## config.mk

```make
export PLATFORM = sky130hd
export DESIGN_NAME = rtc_alarm_match
export DESIGN_NICKNAME = d
export VERILOG_FILES = /design/src/rtl/rtcam_pkg.sv /design/src/rtl/rtcam_bcd_decode.sv /design/src/rtl/rtcam_hour_norm.sv /design/src/rtl/rtcam_match.sv /design/src/rtl/rtc_alarm_match.sv
export SDC_FILE = /design/constraint.sdc
export NUM_CORES = 1
export LEC_CHECK = 0
export BUFFER_PORTS_ARGS = -buffer_cell sky130_fd_sc_hd__buf_2
export CAP_MARGIN = 40
export CORE_MARGIN = 2
export CORE_UTILIZATION = 30
export CTS_BUF_LIST = sky130_fd_sc_hd__clkbuf_16
export CTS_CLUSTER_SIZE = 20
export DETAILED_ROUTE_END_ITERATION = 16
export PLACE_DENSITY = 0.56
export SYNTH_ARGS = -nofsm -noshare
export SYNTH_HDL_FRONTEND = slang
export SYNTH_SLANG_ARGS = --single-unit
```

## constraint.sdc

```tcl
create_clock -name clk -period 5.7 [get_ports clk]
set_input_delay 1.14 -clock clk [delete_from_list [all_inputs] [get_ports clk]]
set_output_delay 1.14 -clock clk [all_outputs]
set_load 0.02 [all_outputs]
```

## src/rtl/rtcam_pkg.sv

```systemverilog
package rtcam_pkg;
   localparam int unsigned FIELD_CNT = 3;
   localparam int unsigned HOURS_PER_HALF = 12;

   typedef enum logic [1:0] {
      FLD_SEC  = 2'd0,
      FLD_MIN  = 2'd1,
      FLD_HOUR = 2'd2
   } rtcam_field_e;
endpackage

```

## src/rtl/rtcam_bcd_decode.sv

```systemverilog
module rtcam_bcd_decode #(
   parameter int unsigned RAW_W = 8,
   parameter int unsigned VAL_W = 8
) (
   input  logic [RAW_W-1:0] raw,
   input  logic             bin_mode,
   output logic [VAL_W-1:0] val
);
   localparam int unsigned NIB_W = RAW_W / 2;

   logic [VAL_W-1:0] tens_v;
   logic [VAL_W-1:0] ones_v;
   logic [VAL_W-1:0] bcd_v;

   generate
      if (RAW_W % 2 != 0) begin : g_bad_raw
         $error("rtcam_bcd_decode: RAW_W must be even");
      end
      if (VAL_W < RAW_W) begin : g_bad_val
         $error("rtcam_bcd_decode: VAL_W must be at least RAW_W");
      end
   endgenerate

   always_comb begin
      tens_v = VAL_W'(raw[RAW_W-1 -: NIB_W]);
      ones_v = VAL_W'(raw[NIB_W-1:0]);
      bcd_v  = VAL_W'(tens_v * VAL_W'(10)) + ones_v;
      val    = bin_mode ? VAL_W'(raw) : bcd_v;
   end
endmodule

```

## src/rtl/rtcam_hour_norm.sv

```systemverilog
module rtcam_hour_norm
   import rtcam_pkg::*;
#(
   parameter int unsigned RAW_W = 8,
   parameter int unsigned VAL_W = 8
) (
   input  logic [RAW_W-1:0] raw,
   input  logic             bin_mode,
   input  logic             h24_mode,
   output logic [VAL_W-1:0] val
);
   logic [RAW_W-1:0] body;
   logic [VAL_W-1:0] lin;
   logic [VAL_W-1:0] half_v;

   // In 12-hour mode the PM flag sits in the top bit and is stripped before decode
   assign body = h24_mode ? raw : {1'b0, raw[RAW_W-2:0]};

   rtcam_bcd_decode #(.RAW_W(RAW_W), .VAL_W(VAL_W)) u_dec (
      .raw      (body),
      .bin_mode (bin_mode),
      .val      (lin)
   );

   always_comb begin
      half_v = lin % VAL_W'(HOURS_PER_HALF);
      if (h24_mode)
         val = lin;
      else if (raw[RAW_W-1])
         val = half_v + VAL_W'(HOURS_PER_HALF);
      else
         val = half_v;
   end
endmodule

```

## src/rtl/rtcam_match.sv

```systemverilog
module rtcam_match #(
   parameter int unsigned N     = 3,
   parameter int unsigned VAL_W = 8
) (
   input  logic [N-1:0][VAL_W-1:0] alm_val,
   input  logic [N-1:0][VAL_W-1:0] cur_val,
   input  logic [N-1:0]            wild,
   output logic                    hit
);
   logic [N-1:0] field_ok;

   generate
      for (genvar i = 0; i < N; i++) begin : g_field
         assign field_ok[i] = wild[i] | (alm_val[i] == cur_val[i]);
      end
   endgenerate

   assign hit = &field_ok;
endmodule

```

## src/rtl/rtc_alarm_match.sv

```systemverilog
module rtc_alarm_match
   import rtcam_pkg::*;
#(
   parameter int unsigned RAW_W     = 8,
   parameter int unsigned VAL_W     = 8,
   parameter int unsigned WILD_BITS = 2
) (
   input  logic             clk,
   input  logic             rst_n,
   input  logic             upd_stb,
   input  logic             set_hold,
   input  logic             div_rst,
   input  logic             bin_mode,
   input  logic             h24_mode,
   input  logic [RAW_W-1:0] cur_sec,
   input  logic [RAW_W-1:0] cur_min,
   input  logic [RAW_W-1:0] cur_hour,
   input  logic [RAW_W-1:0] alm_sec,
   input  logic [RAW_W-1:0] alm_min,
   input  logic [RAW_W-1:0] alm_hour,
   output logic             alarm_pulse
);
   localparam int unsigned N = FIELD_CNT;

   generate
      if (RAW_W != 8) begin : g_bad_raw
         $error("rtc_alarm_match: time bytes are 8 bits wide");
      end
      if (WILD_BITS == 0 || WILD_BITS >= RAW_W) begin : g_bad_wild
         $error("rtc_alarm_match: WILD_BITS out of range");
      end
   endgenerate

   logic [N-1:0][RAW_W-1:0] alm_raw;
   logic [N-1:0][RAW_W-1:0] cur_raw;
   logic [N-1:0][VAL_W-1:0] alm_val;
   logic [N-1:0][VAL_W-1:0] cur_val;
   logic [N-1:0]            wild;
   logic                    hit;
   logic                    accept;
   logic                    pulse_q;

   assign alm_raw[FLD_SEC]  = alm_sec;
   assign alm_raw[FLD_MIN]  = alm_min;
   assign alm_raw[FLD_HOUR] = alm_hour;
   assign cur_raw[FLD_SEC]  = cur_sec;
   assign cur_raw[FLD_MIN]  = cur_min;
   assign cur_raw[FLD_HOUR] = cur_hour;

   generate
      for (genvar i = 0; i < N; i++) begin : g_dec
         assign wild[i] = &alm_raw[i][RAW_W-1 -: WILD_BITS];
         if (i == int'(FLD_HOUR)) begin : g_hour
            rtcam_hour_norm #(.RAW_W(RAW_W), .VAL_W(VAL_W)) u_alm (
               .raw(alm_raw[i]), .bin_mode(bin_mode), .h24_mode(h24_mode), .val(alm_val[i]));
            rtcam_hour_norm #(.RAW_W(RAW_W), .VAL_W(VAL_W)) u_cur (
               .raw(cur_raw[i]), .bin_mode(bin_mode), .h24_mode(h24_mode), .val(cur_val[i]));
         end else begin : g_plain
            rtcam_bcd_decode #(.RAW_W(RAW_W), .VAL_W(VAL_W)) u_alm (
               .raw(alm_raw[i]), .bin_mode(bin_mode), .val(alm_val[i]));
            rtcam_bcd_decode #(.RAW_W(RAW_W), .VAL_W(VAL_W)) u_cur (
               .raw(cur_raw[i]), .bin_mode(bin_mode), .val(cur_val[i]));
         end
      end
   endgenerate

   rtcam_match #(.N(N), .VAL_W(VAL_W)) u_match (
      .alm_val (alm_val),
      .cur_val (cur_val),
      .wild    (wild),
      .hit     (hit)
   );

   // A strobe counts only when the clock is actually running
   assign accept = upd_stb & ~set_hold & ~div_rst;

   always_ff @(posedge clk) begin
      if (!rst_n) pulse_q <= 1'b0;
      else        pulse_q <= accept & hit;
   end

   assign alarm_pulse = pulse_q;
endmodule

```

==> out/results.txt <==
Post-DRT Antenna Nets = 0
Final setup viols = 0
Sequential-to-total area share from yosys stat = 0.6565%
Post-synth top cells = xnor2_1 (49), ha_1 (42), nand2_1 (32), inv_1 (25), xor2_1 (25)
Overall via count from detail_route = 2948
Crit Path Max Fanout = 12
Worst hold path cell count = 3
CTS Hold Bufs = 0
Fmax = 193.0 MHz
Vias in the first global route = 2862
First-pass iteration count of the detailed router = 4
Die H = 104.8 um
Synth Register Bits = 1
CP Class = primary input to flop
YS warnings = 0
Hold path start = upd_stb
Met2 Usage GRT = 25.05%
DP Wirelength = 6.679 mm
Worst Tran Pin Value = 0.5639 ns
Type of origin of the critical path = primary input
First-pass GRT wire length = 13.51 mm
Avg Vias per Cell = 5.109
Synth area leaders = ha_1 (17%), xnor2_1 (14%), fa_1 (7.9%)
Rel. slew slack = 61.33%
Share of layout cells above drive strength 1 = 17.34%
Die Span X = 104.8 um
GRT Total Usage = 14.30%
Avg Cell Area, Syn = 7.700 um^2
IO Port Bufs = 55
Final hold vios = 0
Global-route met1 utilization = 20.75%
Largest area contributor in the netlist = ha_1
WP data required = 5.57 ns
Hold worst-path end = alarm_pulse
Placement-stage cell area = 3462 um^2
Seq. cell area = 20.02 um^2
Lkg Pwr = 1.533 nW
RSZ-0062 raised after global routing = false
Initial core utilization = 31.05%
Worst Hold Class = primary input to flop
Worst VDD drop = 0.05790 mV
DR WL/cell = 13.42 um
Yosys top cell area share = 17.23%
FP Rows = 36
Top Ports = 56
Fillers = 1091
Clock-pin slew on the worst setup and hold paths = 0 ns
# DRC = 0
Antenna Cells = 0
CP arrival = 5.05 ns
Setup TNS = 0 ns
Yosys cell types = 62
EDFF count, synth = 0
Drt total wl = 7.745 mm
Max Cap Viol = 0
CP endpoint kind = flop
Fin nets = 555
Netlist Area Pre-Place = 3049 um^2
Post-CTS setup buffer count = 0
Core area = 9819 um^2
Largest net degree at the start of global routing = 23
Post-route clock period utilization = 90.92%
Resized cells post-CTS = 0
Initial antenna violation count = 0
Area of the multi-input gates = 2873 um^2
Synth-to-layout area growth = 13.54%
Met3 Use GR = 0.2495%
Max reg flops = 1
Status = finished, final reports clean
Pwr dens = 140.7 nW/um^2
Fin crit period = 5.183 ns
Syn nets = 505
Total grt overflow = 0
Post-synthesis instance total = 396
Design area = 3462 um^2
DRT iter0 DRCs = 107
Final Slew Violations = 0
Gr busiest metal = met2
Ys async rst share = 0%
Top-count cell post-synth = xnor2_1
Die area = 10990 um^2
Final GP Congestion = 0.8433
Synth Flop Type = dfxtp_1
## worst max path at each step
| stage | start | end | slack, ns |
|---|---|---|---|
| after floorplan | cur_hour[7] | alarm_pulse | 0.87 |
| after global placement | cur_hour[7] | alarm_pulse | 0.59 |
| after detailed placement | cur_hour[7] | alarm_pulse | 0.50 |
| after CTS | cur_hour[7] | alarm_pulse | 0.50 |
| after global routing | alm_hour[7] | alarm_pulse | 0.11 |
| final | h24_mode | alarm_pulse | 0.52 |
## metal layers
metal | vias to the layer above | share of wire, %
li1 | 1532 | -
met1 | 1363 | 49
met2 | 51 | 47
met3 | 2 | 3.3
met4 | 0 | 0.27
met5 | - | 0
## report_power, final
part / switching (mW) / internal, mW / leakage, nW
registers: 0.00000525 / 0.00715 / 0.00805
clock network: 0 / 0 / 0
logic: 0.262 / 0.218 / 1.52
## cells in the final DEF (no fill, tap or decap), types with 5 or more instances in the layout
master | synthesis | routed
nor2b_1 | 5 | 5
o21ai_0 | 12 | 12
xor2_1 | 25 | 25
nor2_1 | 23 | 23
ha_1 | 42 | 42
xnor2_1 | 49 | 49
a21o_1 | 9 | 9
mux2i_1 | 8 | 8
fa_1 | 12 | 12
nand2b_1 | 6 | 6
nand3_1 | 12 | 12
mux2_2 | 6 | 6
nor3_1 | 10 | 10
inv_1 | 25 | 25
nand2_1 | 32 | 32
buf_2 | 8 | 55
a21oi_1 | 23 | 23
## worst max-delay path, stage by stage
cell and delay (ns):
buf_2 0.17, nand2_1 0.12, xnor2_1 0.21, ha_1 0.21
inv_1 0.06, fa_1 0.44, nand2b_1 0.20, a21oi_1 0.17
xnor2_1 0.10, a21oi_2 0.49, xor2_1 0.13, mux2_2 0.29
a21oi_1 0.19, o211a_1 0.20, ha_1 0.24, a32oi_1 0.18
xor2_1 0.09, a221oi_1 0.32, nor4_2 0.09
## area by class of cell
class,count,area share (%)
sequential,1,0.5782
timing repair buffer,59,8.818
multi-input combinational,358,82.98
tap,133,4.807
inverter,26,2.819
## logic make-up after synthesis
group           Yosys count  share of synthesized area (%)
simple gates            117                          19.70
xor+xnor                 74                          21.26
mux                      14                          4.842
flops                     1                         0.6566
fa+ha+maj                54                          25.11
buf+inv                  37                          5.129
compound gates           99                          23.31
## stage by stage
stage	std cells	setup WS, ns	hold slack, ns	util [%]	total power, mW
finish	577	0.5174	1.465	35.26	0.4872
global route	577	0.1087	1.497	35.26	0.5488
CTS	577	0.4952	1.479	35.26	0.4886
detailed placement	577	0.5034	1.479	35.26	0.4858
global placement	577	0.5865	1.487	35.26	0.4793
floorplan	396	0.8736	1.288	-	0.3811
Note: power is estimated with default switching activity, not from simulation.
